## src/rtl/irq_pkg.sv

```systemverilog
package irq_pkg;
  typedef enum logic [1:0] {
    MODE_LEVEL = 2'b00,
    MODE_RISE  = 2'b01,
    MODE_FALL  = 2'b10,
    MODE_LVL2  = 2'b11
  } trig_mode_t;

  localparam int SRC_NONE = 0;
  localparam int SRC_BUS  = 1;
  localparam int SRC_NMI  = 2;
  localparam int SRC_INT0 = 3;
  localparam int SRC_EXT0 = 4;

  function automatic int src_width(input int n_ext);
    return $clog2(SRC_EXT0 + n_ext);
  endfunction
endpackage

```

## src/rtl/irq_trig_cell.sv

```systemverilog
module irq_trig_cell
  import irq_pkg::*;
(
  input  logic       clk,
  input  logic       rst,
  input  logic       pin_n,
  input  trig_mode_t mode,
  input  logic       take,
  output logic       req
);
  logic prev_q;
  logic lat_q;
  logic is_edge;
  logic hit;

  assign is_edge = (mode == MODE_RISE) || (mode == MODE_FALL);

  always_comb begin
    case (mode)
      MODE_RISE: hit = ~prev_q & pin_n;
      MODE_FALL: hit = prev_q & ~pin_n;
      default:   hit = 1'b0;
    endcase
  end

  // edge modes: a request seen in this cycle is visible at once; it is held until taken
  assign req = is_edge ? (lat_q | hit) : ~pin_n;

  always_ff @(posedge clk) begin
    if (rst) begin
      prev_q <= 1'b1;
      lat_q  <= 1'b0;
    end else begin
      prev_q <= pin_n;
      lat_q  <= is_edge ? ((lat_q | hit) & ~take) : 1'b0;
    end
  end
endmodule

```

## src/rtl/irq_arbiter.sv

```systemverilog
module irq_arbiter
  import irq_pkg::*;
#(
  parameter int NEXT  = 2,
  parameter int SRC_W = 3
) (
  input  logic             mc_end,
  input  logic             instr_end,
  input  logic             ie,
  input  logic             bus_req,
  input  logic             nmi_req,
  input  logic             int0_req,
  input  logic [NEXT-1:0]  ext_req,
  output logic             win,
  output logic [SRC_W-1:0] win_src,
  output logic             take_nmi,
  output logic             take_int0,
  output logic [NEXT-1:0]  take_ext
);
  always_comb begin
    logic found;
    found     = 1'b0;
    win       = 1'b0;
    win_src   = SRC_W'(SRC_NONE);
    take_nmi  = 1'b0;
    take_int0 = 1'b0;
    take_ext  = '0;
    if (mc_end && bus_req) begin
      win     = 1'b1;
      win_src = SRC_W'(SRC_BUS);
    end else if (instr_end && !bus_req) begin
      if (nmi_req) begin
        win      = 1'b1;
        win_src  = SRC_W'(SRC_NMI);
        take_nmi = 1'b1;
      end else if (int0_req) begin
        if (ie) begin
          win       = 1'b1;
          win_src   = SRC_W'(SRC_INT0);
          take_int0 = 1'b1;
        end
      end else if (ie) begin
        for (int k = 0; k < NEXT; k++) begin
          if (ext_req[k] && !found) begin
            found       = 1'b1;
            win         = 1'b1;
            win_src     = SRC_W'(SRC_EXT0 + k);
            take_ext[k] = 1'b1;
          end
        end
      end
    end
  end
endmodule

```

## src/rtl/irq_service_track.sv

```systemverilog
module irq_service_track (
  input  logic clk,
  input  logic rst,
  input  logic start,
  input  logic done,
  input  logic iei,
  output logic ieo
);
  logic svc_q;
  logic svc_d;

  // a new grant outranks a simultaneous return
  assign svc_d = start | (svc_q & ~done);

  always_ff @(posedge clk) begin
    if (rst) begin
      svc_q <= 1'b0;
      ieo   <= 1'b0;
    end else begin
      svc_q <= svc_d;
      ieo   <= iei & ~svc_d;
    end
  end
endmodule

```

## src/rtl/irq_prioritizer.sv

```systemverilog
module irq_prioritizer
  import irq_pkg::*;
#(
  parameter int          NEXT    = 2,
  parameter int          VEC_W   = 16,
  parameter logic [15:0] NMI_VEC = 16'h0066,
  localparam int         SRC_W   = src_width(NEXT)
) (
  input  logic              clk,
  input  logic              rst,
  input  logic              busreq_n_i,
  input  logic              nmi_n_i,
  input  logic              int0_n_i,
  input  logic [NEXT-1:0]   int_ext_n_i,
  input  logic [2*NEXT-1:0] ext_mode_i,
  input  logic              ie_i,
  input  logic              mc_end_i,
  input  logic              instr_end_i,
  input  logic              reti_i,
  input  logic              iei_i,
  output logic              grant_valid_o,
  output logic [SRC_W-1:0]  grant_src_o,
  output logic              ack_m1_o,
  output logic              ack_iorq_o,
  output logic [VEC_W-1:0]  vector_o,
  output logic [NEXT-1:0]   ext_level_o,
  output logic              ieo_o
);
  logic             nmi_req;
  logic [NEXT-1:0]  ext_req;
  logic             win;
  logic [SRC_W-1:0] win_src;
  logic             take_nmi;
  logic             take_int0;
  logic [NEXT-1:0]  take_ext;
  logic             svc_start;

  irq_trig_cell u_nmi_cell (
    .clk   (clk),
    .rst   (rst),
    .pin_n (nmi_n_i),
    .mode  (MODE_FALL),
    .take  (take_nmi),
    .req   (nmi_req)
  );

  for (genvar k = 0; k < NEXT; k++) begin : g_ext
    irq_trig_cell u_cell (
      .clk   (clk),
      .rst   (rst),
      .pin_n (int_ext_n_i[k]),
      .mode  (trig_mode_t'(ext_mode_i[2*k +: 2])),
      .take  (take_ext[k]),
      .req   (ext_req[k])
    );
  end

  irq_arbiter #(.NEXT(NEXT), .SRC_W(SRC_W)) u_arb (
    .mc_end    (mc_end_i),
    .instr_end (instr_end_i),
    .ie        (ie_i),
    .bus_req   (~busreq_n_i),
    .nmi_req   (nmi_req),
    .int0_req  (~int0_n_i),
    .ext_req   (ext_req),
    .win       (win),
    .win_src   (win_src),
    .take_nmi  (take_nmi),
    .take_int0 (take_int0),
    .take_ext  (take_ext)
  );

  assign svc_start = take_nmi | take_int0 | (|take_ext);

  irq_service_track u_svc (
    .clk   (clk),
    .rst   (rst),
    .start (svc_start),
    .done  (reti_i),
    .iei   (iei_i),
    .ieo   (ieo_o)
  );

  always_ff @(posedge clk) begin
    if (rst) begin
      grant_valid_o <= 1'b0;
      grant_src_o   <= '0;
      ack_m1_o      <= 1'b0;
      ack_iorq_o    <= 1'b0;
      vector_o      <= '0;
      ext_level_o   <= '1;
    end else begin
      grant_valid_o <= win;
      grant_src_o   <= win_src;
      ack_m1_o      <= take_int0;
      ack_iorq_o    <= take_int0;
      vector_o      <= take_nmi ? VEC_W'(NMI_VEC) : '0;
      ext_level_o   <= int_ext_n_i;
    end
  end
endmodule

```

## config.mk

```make
export PLATFORM = sky130hd
export DESIGN_NAME = irq_prioritizer
export DESIGN_NICKNAME = d
export VERILOG_FILES = /design/src/rtl/irq_pkg.sv /design/src/rtl/irq_trig_cell.sv /design/src/rtl/irq_arbiter.sv /design/src/rtl/irq_service_track.sv /design/src/rtl/irq_prioritizer.sv
export SDC_FILE = /design/constraint.sdc
export NUM_CORES = 1
export LEC_CHECK = 0
export BUFFER_PORTS_ARGS = -buffer_cell sky130_fd_sc_hd__buf_4
export CORE_MARGIN = 2
export CORE_UTILIZATION = 40
export DETAILED_ROUTE_END_ITERATION = 10
export GPL_TIMING_DRIVEN = 0
export PLACE_DENSITY = 0.7
export RECOVER_POWER = 50
export REMOVE_ABC_BUFFERS = 1
export SLEW_MARGIN = 10
export SYNTH_ARGS = -nofsm -noshare
export SYNTH_HDL_FRONTEND = slang
export SYNTH_SLANG_ARGS = --single-unit
```

## constraint.sdc

```tcl
create_clock -name clk -period 1.5 [get_ports clk]
set_input_delay 0.075 -clock clk [delete_from_list [all_inputs] [get_ports clk]]
set_output_delay 0.075 -clock clk [all_outputs]
set_load 0.01 [all_outputs]
```

# Word level (Yosys, flattened, before mapping)
# Index checks and enable logic that the tools add are counted.
[word_totals]
ff_bits = 31
input_bits = 16
word_cells = 99
[classes]
eq_ne = 4
muxes = 39
n_bitwise = 30
n_reduce_logical = 11
[op_table]
columns = ["cell", "n"]
rows = [
  ["$mux W1", 25],
  ["$mux W2", 7],
  ["$not A1 Y1", 14],
  ["$mux W3", 4],
  ["$and A1 B1 Y1", 10],
  ["$mux W7", 1],
  ["$or A1 B1 Y1", 6],
  ["$reduce_or A2 Y1", 3],
  ["$eq A2 B1 Y1 const B", 2],
  ["$eq A2 B2 Y1 const B", 2],
  ["$pmux W1 S2", 2],
  ["$reduce_or A4 Y1", 1],
  ["$logic_and A1 B1 Y1", 3],
  ["$reduce_or A3 Y1", 1],
  ["$logic_or A1 B1 Y1", 2],
  ["$logic_not A1 Y1", 1],
]

# Logic depth before layout (Yosys ltp)
# Gate-level depths: netlist (run 1).
[depth]
word_depth = 24
mapped_depth = 6

# Cells and area by module
# A second synthesis (run 1) with hierarchy kept.
[hier_totals]
cells_unflattened = 106
hier_area_um2 = 950.9
[modules_own_cells]
columns = ["module", "instances", "cells_per_inst", "area_each_um2"]
rows = [
  ["irq_trig_cell", 3, 15, 135.1],
  ["irq_prioritizer", 1, 37, 352.8],
  ["irq_arbiter", 1, 19, 113.9],
  ["irq_service_track", 1, 5, 78.8],
]

# Worst setup path after synthesis (run 1)
# No wires, ideal clock.
[synth_path]
path_kind = "reg2reg"
startpoint = "reg u_nmi_cell.prev_q"
endpoint = "reg u_svc.ieo"
arrival_ps = 1171
slack_ps = 212
path_stages_with_launch = 4
path_buffers = 0
path_cell_list = "dfxtp_1 > nor2b_4 > or4_4 > o2111a_1"
[synth_between]
elab_chain_cells = 10
elab_cells_between_ends = 17
[synth_rtl]
columns = ["element", "line_no", "rtl"]
rows = [
  ["start: declaration", "irq_trig_cell.sv:11", "logic prev_q;"],
  ["start signal: assignment", "irq_trig_cell.sv:34", "prev_q <= pin_n;"],
  ["$and A1 B1 Y1 (*)", "irq_trig_cell.sv:21", "MODE_FALL: hit = prev_q & ~pin_n;"],
  ["$or A1 B1 Y1 (*)", "irq_trig_cell.sv:27", "assign req = is_edge ? (lat_q | hit) : ~pin_n;"],
  ["$mux W1 / $mux W2 (equally long branches)", "irq_arbiter.sv:32", "if (nmi_req) begin"],
  ["$mux W1 / $mux W2 (equally long branches)", "irq_arbiter.sv:31", "end else if (instr_end && !bus_req) begin"],
  ["$mux W1 / $mux W2 (equally long branches)", "irq_arbiter.sv:28", "if (mc_end && bus_req) begin"],
  ["$or A1 B1 Y1 / $reduce_or A2 Y1 (equally long branches)", "irq_prioritizer.sv:73", "assign svc_start = take_nmi | take_int0 | (|take_ext);"],
  ["$or A1 B1 Y1 (*)", "irq_prioritizer.sv:73", ""],
  ["$or A1 B1 Y1 (*)", "irq_service_track.sv:13", "assign svc_d = start | (svc_q & ~done);"],
  ["$not A1 Y1 (*)", "irq_service_track.sv:21", "ieo <= iei & ~svc_d;"],
  ["$and A1 B1 Y1 (*)", "irq_service_track.sv:21", ""],
  ["end signal: assignment", "irq_service_track.sv:21", ""],
  ["end: declaration", "irq_service_track.sv:7", "output logic ieo"],
]
# Every way passes the cells marked *; elsewhere a longest branch is shown, timed or not.
# A chain may end at the register's enable or synchronous reset.

# Final worst setup path (run 1)
[layout_path]
startpoint = "reg g_ext[1].u_cell.prev_q"
endpoint = "reg u_svc.ieo"
[layout_between]
elab_chain_cells = 17
elab_cells_between_ends = 18
[layout_rtl]
columns = ["element", "line_no", "rtl"]
rows = [
  ["start: declaration", "irq_trig_cell.sv:11", ""],
  ["start signal: assignment", "irq_trig_cell.sv:34", ""],
  ["$not A1 Y1", "irq_trig_cell.sv:20", "MODE_RISE: hit = ~prev_q & pin_n;"],
  ["$and A1 B1 Y1", "irq_trig_cell.sv:20", ""],
  ["$pmux W1 S2 (*)", "irq_trig_cell.sv:19", "case (mode)"],
  ["$or A1 B1 Y1 (*)", "irq_trig_cell.sv:27", ""],
  ["$mux W1 (*)", "irq_trig_cell.sv:27", ""],
  ["$logic_and A1 B1 Y1 (*)", "irq_arbiter.sv:44", "if (ext_req[k] && !found) begin"],
  ["$mux W1 (*)", "irq_arbiter.sv:44", ""],
  ["$mux W2 (*)", "irq_arbiter.sv:42", "end else if (ie) begin"],
  ["$mux W2 (*)", "irq_arbiter.sv:36", "end else if (int0_req) begin"],
  ["$mux W2 (*)", "irq_arbiter.sv:32", ""],
  ["$mux W2 (*)", "irq_arbiter.sv:31", ""],
  ["$mux W2 (*)", "irq_arbiter.sv:28", ""],
  ["$reduce_or A2 Y1 (*)", "irq_prioritizer.sv:73", ""],
  ["$or A1 B1 Y1 (*)", "irq_prioritizer.sv:73", ""],
  ["$or A1 B1 Y1 (*)", "irq_service_track.sv:13", ""],
  ["$not A1 Y1 (*)", "irq_service_track.sv:21", ""],
  ["$and A1 B1 Y1 (*)", "irq_service_track.sv:21", ""],
]
# Marked as above.

==> flow_summary.ini, run 1 <==
[routing]
post-route-drc-count = 0
detail_route.vias_per_cell = 4.681
detail_route.wirelength_microns = 1476
detailed_route_iter0_violations = 11
via_count = 660
detail_route.wl_per_cell_microns = 10.47
drtPass1Iterations = 5
detail-route-antenna-nets = 0

[pwr]
power_report.internal_total_mw = 0.5496
pwr_density_cell_nw_per_um2 = 807.9
total_switching_power_mw = 0.2015
ir_worst_vdd_uv = 419.6
pwr-share-seq_pct = 52.9
swShare_pct = 26.82
power.leakage_nw = 0.4280
p_comb_share_pct = 20.4
clkPwrFrac_pct = 26.7

[sta]
layout_min_cycle_time_ns = 1.398
timing.final.crit_share_pct = 93.22
sum_of_negative_setup_slack_ns = 0
timing.final.max_slew_violations = 0
hold_viol = 0
setup_ws_ns = 0.1016
rsz_0062_raised_after_global_routing = no
max_freq_ghz = 0.7151
worst_clock_skew_ns = 0.004312
setup_viol_count_final = 0

[min_path]
worst_hold_path_type = in -> reg
worstHoldStart = nmi_n_i
holdPathEnd = u_nmi_cell.prev_q
hold-path-cell-count = 2

[clock_tree]
cts_resized = 0
cts_buffers = 3
postCtsSetupBuffers = 0
cts-root-to-sink-buffers = 2
cts_root_buf = sky130_fd_sc_hd__clkbuf_4
clk_latency_ns = 0.27
ctsHoldBuffers = 0
deepest_level_of_the_cts_h_tree = 1
cts.clk_slew.worst_paths_ns = 0.08
tritoncts = built
cts.sink_count = 14

[cells_and_area]
final_cell_mix = sky130_fd_sc_hd__buf_4 (20), sky130_fd_sc_hd__dfxtp_1 (14), sky130_fd_sc_hd__conb_1 (12)
synthToLayoutAreaGrowth_pct = 15.37
drive_above_1_share_pct = 26.32
insertedDiodeCount = 0
post-route-util_pct = 48.37
commonest_non_fill_non_tap_cell_in_the_layout = sky130_fd_sc_hd__buf_4
final_non_filler_cell_area_sq_um = 929.6
final_cell_count_no_fill = 141
flip_flop_and_latch_area_sq_um = 280.3
final_nets = 136
num-fill-cells = 206
combined_area_of_the_multi_input_logic_cells_sq_um = 377.9

[die]
floorplan.die_area_sq_um = 2389
chipHeight_microns = 48.88
starting_density_pct = 41.93
placementRows = 16
die_width_microns = 48.88
number_of_top_level_design_ports = 41
coreArea_sq_um = 1922

[critical_path]
worst_path_dominant_cell_family = simple AND/OR/NAND/NOR gates
r2r.worst_path.cells = 4
critical_path.max_fanout = 4
worst-endpoint-arrival_ns = 1.62
worst-setup-path-type = reg -> reg
worstPathBufferInverterCount = 0
regToRegSetupSlack_ns = 0.10
setup.worst_path.start_class = flip-flop
r2r-start = g_ext[1].u_cell.prev_q
max_stage_delay_on_crit_path_ns = 0.37
worstPathCellList = and3b_1 -> o21ba_2 -> nor3_2 -> o2111a_1
critical_r2r_capture = u_svc.ieo
critPathCaptureType = flip-flop
required_ns = 1.72
worst_path_max_delay_cell = sky130_fd_sc_hd__dfxtp_1

[logic_synthesis]
synthCells = 91
synth_area_sq_um = 805.8
yosysTopAreaCell = sky130_fd_sc_hd__dfxtp_1
yosys_cell_types = 32
yosys_warnings = 0
synth_sequential_area_ratio_pct = 34.78
synth_seq_cells = 14
synth_top_area_share_pct = 34.78
synthesis.area_per_instance_sq_um = 8.855
synthTopCellsByArea = sky130_fd_sc_hd__dfxtp_1 (35%), sky130_fd_sc_hd__buf_4 (17%), sky130_fd_sc_hd__ha_1 (6.2%)

[grt]
maximum_number_of_pins_on_one_net_before_global_route_repair = 11
grt_pass1_vias = 578
groute.usage.overall_pct = 13.31
overflow = 0
antenna_violations_before_repair = 0
grt_first_pass_wirelength_microns = 2435

[run]
cap_violations = 0

[run_status]
outcome = completed

[placed_design]
detailed_place.area_sq_um = 944.7
gp_congestion = 0.7205
port-buffer-count = 28
dp_slack_ns = 0.01988
numPlacedInstances = 138
dp.final_hpwl_microns = 1226
[flip-flops by register name (all words and copies together) (netlist names)]
name	count
ack_iorq_o	1
ext_level_o	1
g_ext.u_cell.lat_q	2
g_ext.u_cell.prev_q	1
grant_src_o	3
grant_valid_o	1
u_nmi_cell.lat_q	1
u_nmi_cell.prev_q	1
u_svc.ieo	1
u_svc.svc_q	1
vector_o	1
[routing by layer]
metal	part of all wire, %	wire length [microns]	vias up	global-route usage (%)
met5	0	0	-	0
met3	6.4	95	4	4.294
li1	-	-	328	-
met1	40	596	299	14.12
met4	1.6	23	0	7.143
met2	52	761	29	23.29
[power by group through the flow]
| stage | clock network [mW] | logic [mW] | registers, mW |
|---|---|---|---|
| after floorplan | 0 | 0.0812 | 0.412 |
| after global placement | 0 | 0.157 | 0.406 |
| after detailed placement | 0 | 0.162 | 0.406 |
| after CTS | 0.210 | 0.162 | 0.398 |
| after global routing | 0.228 | 0.169 | 0.400 |
| final | 0.201 | 0.153 | 0.397 |
[cell families after synthesis]
kind of cell               count (synthesis)  share of synthesized area, %
adders and majority gates                  4                         6.211
DFF                                       14                         34.78
buffers and inverters                     28                         22.52
AOI/OAI and AO/OA                         15                         14.13
other                                      1                        0.4654
and+or+nand+nor                           29                         21.89
[per-stage QoR]
| stage | power (mW) | hold WS [ns] |
|---|---|---|
| finish | 0.7510 | 0.007491 |
| global route | 0.7971 | 0.009951 |
| CTS | 0.7692 | 0.005916 |
| detailed placement | 0.5678 | 0.2947 |
| global placement | 0.5626 | 0.2930 |
| floorplan | 0.4931 | 0.1511 |
[area by class of cell]
class	count	area share (%)
inverter	9	3.769
tap	27	3.634
sequential	14	30.15
timing repair buffer	28	19.38
clock buffer	3	2.423
multi-input combinational	60	40.65
[worst max path at each step]
stage	startpoint	end	slack [ns]	cells past startpoint
floorplan	u_nmi_cell.prev_q	u_svc.ieo	0.21	3
finish	g_ext[1].u_cell.prev_q	u_svc.ieo	0.10	4
global route	g_ext[1].u_cell.prev_q	u_svc.ieo	0.002	4
detailed placement	ext_mode_i[0]	u_svc.ieo	0.02	7
CTS	g_ext[1].u_cell.prev_q	u_svc.ieo	0.12	4
global placement	ext_mode_i[0]	u_svc.ieo	0.08	7
[cell usage after synthesis]
library cell	count
sky130_fd_sc_hd__nand3_1	1
sky130_fd_sc_hd__nor3_1	2
sky130_fd_sc_hd__nor4_1	2
sky130_fd_sc_hd__nor2b_4	1
sky130_fd_sc_hd__a21oi_1	4
sky130_fd_sc_hd__nand2b_1	2
sky130_fd_sc_hd__o41ai_2	1
sky130_fd_sc_hd__o21ai_0	3
sky130_fd_sc_hd__nand4bb_1	1
sky130_fd_sc_hd__a311oi_1	1
sky130_fd_sc_hd__nor2b_1	1
sky130_fd_sc_hd__nor3_2	1
sky130_fd_sc_hd__or3_1	1
sky130_fd_sc_hd__conb_1	1
sky130_fd_sc_hd__o21ba_2	1
sky130_fd_sc_hd__ha_1	4
sky130_fd_sc_hd__nor2_1	7
sky130_fd_sc_hd__nand2_1	4
sky130_fd_sc_hd__or2_2	2
sky130_fd_sc_hd__a31oi_1	1
sky130_fd_sc_hd__o32ai_1	2
sky130_fd_sc_hd__nor3b_1	1
sky130_fd_sc_hd__o2111a_1	1
sky130_fd_sc_hd__buf_6	1
sky130_fd_sc_hd__o221ai_1	1
sky130_fd_sc_hd__and3b_1	1
sky130_fd_sc_hd__or4_4	1
sky130_fd_sc_hd__inv_1	8
sky130_fd_sc_hd__clkinv_2	1
sky130_fd_sc_hd__buf_4	18
sky130_fd_sc_hd__nand3b_1	1
sky130_fd_sc_hd__dfxtp_1	14
(Power assumes the default switching activity.)
==> run 2: changes to the inputs <==
--- a/config.mk
+++ b/config.mk
@@ -9,11 +9,13 @@
 export CORE_MARGIN = 2
 export CORE_UTILIZATION = 40
 export DETAILED_ROUTE_END_ITERATION = 10
+export GPL_ROUTABILITY_DRIVEN = 0
 export GPL_TIMING_DRIVEN = 0
-export PLACE_DENSITY = 0.7
+export PLACE_DENSITY = 0.67
 export RECOVER_POWER = 50
 export REMOVE_ABC_BUFFERS = 1
 export SLEW_MARGIN = 10
 export SYNTH_ARGS = -nofsm -noshare
 export SYNTH_HDL_FRONTEND = slang
+export SYNTH_HIERARCHICAL = 1
 export SYNTH_SLANG_ARGS = --single-unit
==> run 2 against run 1 <==
Effect of this change:
- the run now ends with negative setup slack left
- power grew 16%
- routed wire length grew 13%
- via count grew 19%
- non-clock buffer count grew 7
- global-route usage shrank 0.32 points
- clock power grew 3%
- die area grew 16%
- critical path depth grew 3
- sequential cell count grew 2
==> flow_summary.ini, run 2 <==
[cells_and_area]
final_cell_count_no_fill = 170
final_nets = 166
num-fill-cells = 219
commonest_non_fill_non_tap_cell_in_the_layout = sky130_fd_sc_hd__buf_4
largest_register_ffs = 3
drive_above_1_share_pct = 33.10
synthToLayoutAreaGrowth_pct = 29.08
final_cell_mix = sky130_fd_sc_hd__buf_4 (28), sky130_fd_sc_hd__conb_1 (16), sky130_fd_sc_hd__dfxtp_1 (14)
largest_register = grant_src_o
post-route-util_pct = 54.96
insertedDiodeCount = 0

[logic_synthesis]
yosys_cell_types = 25
yosys_most_used_dff = sky130_fd_sc_hd__dfxtp_1
asyncSetResetFlopFracSynth_pct = 0
count_of_flip_flops_with_a_built_in_enable_after_synthesis = 0
synth_top_area_share_pct = 33.68
yosysTopAreaCell = sky130_fd_sc_hd__dfxtp_1
synthTopCellsByArea = sky130_fd_sc_hd__dfxtp_1 (34%), sky130_fd_sc_hd__buf_4 (13%), sky130_fd_sc_hd__ha_1 (7.9%)
synth_sequential_area_ratio_pct = 33.68
synthCells = 106
synth_seq_cells = 16
yosys_warnings = 6
synth_area_sq_um = 950.9
synth_top_cells_by_count = sky130_fd_sc_hd__buf_4 (16), sky130_fd_sc_hd__dfxtp_1 (16), sky130_fd_sc_hd__inv_1 (12)
synthesis.area_per_instance_sq_um = 8.971

[die]
placementRows = 17
die_width_microns = 52.76
chipHeight_microns = 52.76
floorplan.die_area_sq_um = 2783
coreArea_sq_um = 2233
starting_density_pct = 42.58
number_of_top_level_design_ports = 41

[grt]
grt_first_pass_wirelength_microns = 2739
overflow = 0
grt_pass1_vias = 731
gr-usage-met3_pct = 1.714
maximum_number_of_pins_on_one_net_before_global_route_repair = 17
antenna_violations_before_repair = 0
groute.usage.overall_pct = 12.99
grt.met2_usage_pct = 24.58
grt-busiest-layer = met2
groute.layer.met1.usage_pct = 13.45

[critical_path]
worst-setup-path-type = reg -> reg
r2r-start = u_nmi_cell/prev_q
required_ns = 1.67
r2r.worst_path.cells = 7
critical_path.max_fanout = 3
regToRegSetupSlack_ns = -0.30
critical_r2r_capture = u_svc/svc_q
setup.worst_path.start_class = flip-flop
critPathCaptureType = flip-flop
worst-endpoint-arrival_ns = 1.97
worstSetupStartpoint = u_nmi_cell/prev_q

[run_status]
violated_checks = negative setup slack
outcome = finished, violations left

[sta]
hold_viol = 0
timing.final.max_slew_violations = 0
rsz_0062_raised_after_global_routing = yes
worst_clock_skew_ns = 0.0007193
timing.final.crit_share_pct = 119.7
slew_headroom_pct = 61.44
slew_worst_pin_ns = 0.5785
setup_viol_count_final = 3
sum_of_negative_setup_slack_ns = -0.6630
setup_ws_ns = -0.2951
max_freq_ghz = 0.5571
layout_min_cycle_time_ns = 1.795

[pwr]
power_mw = 0.8718
ir_worst_vdd_uv = 340.2
power.leakage_nw = 0.5604
pwr_density_cell_nw_per_um2 = 710.3

[routing]
post-route-drc-count = 0
drtPass1Iterations = 4
detailed_route_iter0_violations = 8
detail_route.wl_per_cell_microns = 9.853
detail-route-antenna-nets = 0
detail_route.vias_per_cell = 4.618
detail_route.wirelength_microns = 1675
via_count = 785

[min_path]
hold-path-cell-count = 2
holdPathEnd = u_nmi_cell/prev_q
worst_hold_path_type = in -> reg
worstHoldStart = nmi_n_i

[clock_tree]
cts.sink_count = 16
ctsHoldBuffers = 0
clk_latency_ns = 0.27
cts.clk_slew.worst_paths_ns = 0.08
deepest_level_of_the_cts_h_tree = 1
cts_buffers = 3
tritoncts = built
cts_root_buf = sky130_fd_sc_hd__clkbuf_4
cts-root-to-sink-buffers = 2

[placed_design]
port-buffer-count = 28
numPlacedInstances = 160
dp.final_hpwl_microns = 1277
dp_slack_ns = -0.6043

[run]
cap_violations = 0
==> run 2: cell types whose count changed after synthesis, moves of 4 or more <==
cell | previous run | this run
sky130_fd_sc_hd__nor2b_1 | 1 | 9
sky130_fd_sc_hd__nand3b_1 | 1 | 6
sky130_fd_sc_hd__or2_1 | 0 | 5
sky130_fd_sc_hd__inv_1 | 8 | 12
sky130_fd_sc_hd__nor2_1 | 7 | 3
==> run 2: how the worst max path moves through the flow <==
stage / to / slack (ns)
CTS: u_svc/svc_q / -0.30
finish: u_svc/svc_q / -0.30
global placement: u_svc/ieo / -0.58
detailed placement: u_svc/svc_q / -0.60
global route: u_svc/svc_q / -0.35
floorplan: u_svc/svc_q / -0.43
==> run 2: layout make-up <==
cell class / instances / area [sq um] / share of cell area, %
sequential: 16 / 322.8 / 26.30
timing repair buffer: 35 / 236.5 / 19.27
tap: 28 / 35.03 / 2.854
inverter: 12 / 45.04 / 3.670
multi-input combinational: 76 / 565.5 / 46.08
clock buffer: 3 / 22.52 / 1.835
==> run 2: report_power, final <==
part / internal (mW) / switching (mW)
sequential: 0.444 / 0.00770
clock: 0.0927 / 0.115
combinational: 0.108 / 0.105
==> run 2: through the flow <==
| step | hold slack (ns) | area (sq um) |
|---|---|---|
| after global placement | 0.2949 | 1129 |
| after CTS | 0.01952 | 1196 |
| after floorplan | 0.1464 | 883.3 |
| final | 0.02995 | 1227 |
| after global routing | 0.02084 | 1227 |
| after detailed placement | 0.3015 | 1129 |
==> run 2: kinds of logic (layout without fill, tap and decap cells) <==
| group | count (synthesis) | count (layout) | share of synthesized area (%) |
|---|---|---|---|
| AO/OA/AOI/OAI | 14 | 14 | 9.474 |
| other | 2 | 16 | 0.7898 |
| buffers and inverters | 28 | 50 | 17.37 |
| AND/OR/NAND/NOR | 40 | 40 | 30.79 |
| adder cells (fa/ha/maj) | 6 | 6 | 7.895 |
| flip-flops | 16 | 16 | 33.68 |
==> run 2: repair_timing <==
action	in CTS	in global routing
endpoints found under the hold margin	0	0
endpoints found under the setup margin	4	7
resized for setup	10	4
buffers inserted	2	5
pin swaps	8	3
==> run 2: worst max-delay path: stages, from the launching register on <==
cell                       delay, ns
sky130_fd_sc_hd__dfxtp_2        0.35
sky130_fd_sc_hd__a21oi_2        0.06
sky130_fd_sc_hd__o221ai_2       0.14
sky130_fd_sc_hd__and4bb_2       0.28
sky130_fd_sc_hd__nand2b_4       0.10
sky130_fd_sc_hd__nor2_4         0.04
sky130_fd_sc_hd__or4_4          0.54
sky130_fd_sc_hd__o21ba_4        0.20
==> run 2: routing by layer <==
metal | wire length (microns) | up-vias
met5 | 0 | -
met3 | 127 | 2
li1 | - | 397
met1 | 646 | 355
met4 | 19 | 0
met2 | 882 | 31
==> run 3: changes to the inputs <==
==> constraint.sdc (replaced) <==
create_clock -name clk -period 1.5 [get_ports clk]
set_input_delay 0 -clock clk [delete_from_list [all_inputs] [get_ports clk]]
set_output_delay 0 -clock clk [all_outputs]
set_load 0.01 [all_outputs]
==> run 3 against run 2 <==
Effect of this change:
- highest routed layer unchanged
- combinational power increased by 3%
- maximum frequency decreased by 1.2%
- the flow still finishes with violations (negative setup slack)
- worst setup slack got worse by 0.022 ns
==> flow_summary.ini, run 3 (same netlist as run 2, synthesis figures left out) <==
[cells_and_area]
synthToLayoutAreaGrowth_pct = 31.71
final_cell_mix = sky130_fd_sc_hd__buf_4 (25), sky130_fd_sc_hd__conb_1 (16), sky130_fd_sc_hd__dfxtp_1 (14)
num-fill-cells = 218
flip_flop_and_latch_area_sq_um = 322.8
final_nets = 169
commonest_non_fill_non_tap_cell_in_the_layout = sky130_fd_sc_hd__buf_4
largest_register = grant_src_o
insertedDiodeCount = 0
combined_area_of_the_multi_input_logic_cells_sq_um = 565.5
drive_above_1_share_pct = 30.34
largest_register_ffs = 3

[pwr]
clkPwrFrac_pct = 23.7
power_report.internal_total_mw = 0.6478
pwr-share-seq_pct = 51.4
pwr_density_cell_nw_per_um2 = 701.6
ir_worst_vdd_uv = 342.3
power.leakage_nw = 0.5638
swShare_pct = 26.28
total_switching_power_mw = 0.2309
p_comb_share_pct = 24.9

[routing]
drtPass1Iterations = 4
detailed_route_iter0_violations = 10
detail_route.wirelength_microns = 1815
detail_route.vias_per_cell = 4.659
via_count = 806
detail-route-antenna-nets = 0
detail_route.wl_per_cell_microns = 10.49
post-route-drc-count = 0

[run_status]
violated_checks = negative setup slack
outcome = finished, violations left

[grt]
grt_first_pass_wirelength_microns = 2808
groute.usage.overall_pct = 13.46
grt_pass1_vias = 751
antenna_violations_before_repair = 0
maximum_number_of_pins_on_one_net_before_global_route_repair = 17
overflow = 0

[sta]
setup_ws_ns = -0.3174
timing.final.max_slew_violations = 0
hold_viol = 0
layout_min_cycle_time_ns = 1.817
worst_clock_skew_ns = 0.001315
timing.final.crit_share_pct = 121.2
sum_of_negative_setup_slack_ns = -0.7437
setup_viol_count_final = 4
rsz_0062_raised_after_global_routing = yes
max_freq_ghz = 0.5502

[clock_tree]
tritoncts = built
cts_buffers = 3
cts_root_buf = sky130_fd_sc_hd__clkbuf_4
cts.clk_slew.worst_paths_ns = 0.08
clk_latency_ns = 0.27
cts.sink_count = 16
cts-root-to-sink-buffers = 2
deepest_level_of_the_cts_h_tree = 1

[placed_design]
dp.final_hpwl_microns = 1277
dp_slack_ns = -0.6043
port-buffer-count = 28

[die]
starting_density_pct = 42.58
placementRows = 17
number_of_top_level_design_ports = 41
coreArea_sq_um = 2233
chipHeight_microns = 52.76
die_width_microns = 52.76
floorplan.die_area_sq_um = 2783

[critical_path]
worstPathBufferInverterCount = 0
critical_path.max_fanout = 3
required_ns = 1.67
worst_path_dominant_cell_family = simple AND/OR/NAND/NOR gates
worst-setup-path-type = reg -> reg
critPathCaptureType = flip-flop
regToRegSetupSlack_ns = -0.32
worst_path_max_delay_cell = sky130_fd_sc_hd__or4_4
setup.worst_path.start_class = flip-flop
max_stage_delay_on_crit_path_ns = 0.54
worst-endpoint-arrival_ns = 1.99
worstPathCellList = a21oi_2 -> o221ai_2 -> and4bb_2 -> nand2b_4 -> nor2_4 -> or4_4 -> o21ba_4

[min_path]
worst_hold_path_type = in -> reg

[run]
cap_violations = 0
run 3: cell count changes in the layout (fill, tap and decap cells not counted):
cell	previous run	this run
sky130_fd_sc_hd__clkbuf_1	7	9
sky130_fd_sc_hd__dlygate4sd3_1	0	4
sky130_fd_sc_hd__buf_4	28	25
run 3: metal layers:
layer / vias up / routed length [microns] / GRT usage, %
li1: 401 / - / -
met1: 362 / 682 / 13.45
met3: 6 / 143 / 1.714
met2: 37 / 934 / 26.25
met4: 0 / 55 / 7.265
met5: - / 0 / 0
run 3: stage by stage:
step                      hold WS [ns]  instance area (sq um)  instances  power (mW)  util (%)
after floorplan                0.07142                  883.3        104      0.5681         -
after global placement          0.2199                   1129        160      0.6377     50.53
after detailed placement        0.2265                   1129        160      0.6437     50.53
after CTS                     0.002154                   1226        168      0.8717     54.90
after global routing           0.01064                   1252        173      0.9320     56.08
final                         0.002624                   1252        173      0.8787     56.08
run 3: area by class of cell:
type,instances,share of cell area (%)
inverter,12,3.596
sequential,16,25.77
tap,28,2.797
multi-input combinational,76,45.15
timing repair buffer,38,20.88
clock buffer,3,1.798
run 3: repair_timing:
item | 4_1_cts | 5_1_grt
setup buffers | 2 | 4
pin swaps | 8 | 3
setup endpoints to repair | 4 | 7
hold buffers | 3 | 1
gates resized for setup | 10 | 4
endpoints found under the hold margin | 5 | 1
run 3: final timing paths:
kind                                            start               endpoint  cells after the start
worst max register to register      u_nmi_cell/prev_q            u_svc/svc_q                      7
worst min-delay path                              rst         grant_src_o[0]                      2
worst max-delay path                u_nmi_cell/prev_q            u_svc/svc_q                      7
worst min register to register  g_ext[1].u_cell/lat_q  g_ext[1].u_cell/lat_q                      2
run 3: power by group through the flow:
stage | clock, mW | combinational, mW | sequential (mW)
finish | 0.208 | 0.219 | 0.452
floorplan | 0 | 0.101 | 0.467
global placement | 0 | 0.177 | 0.460
global route | 0.236 | 0.242 | 0.454
CTS | 0.214 | 0.205 | 0.452
detailed placement | 0 | 0.182 | 0.462
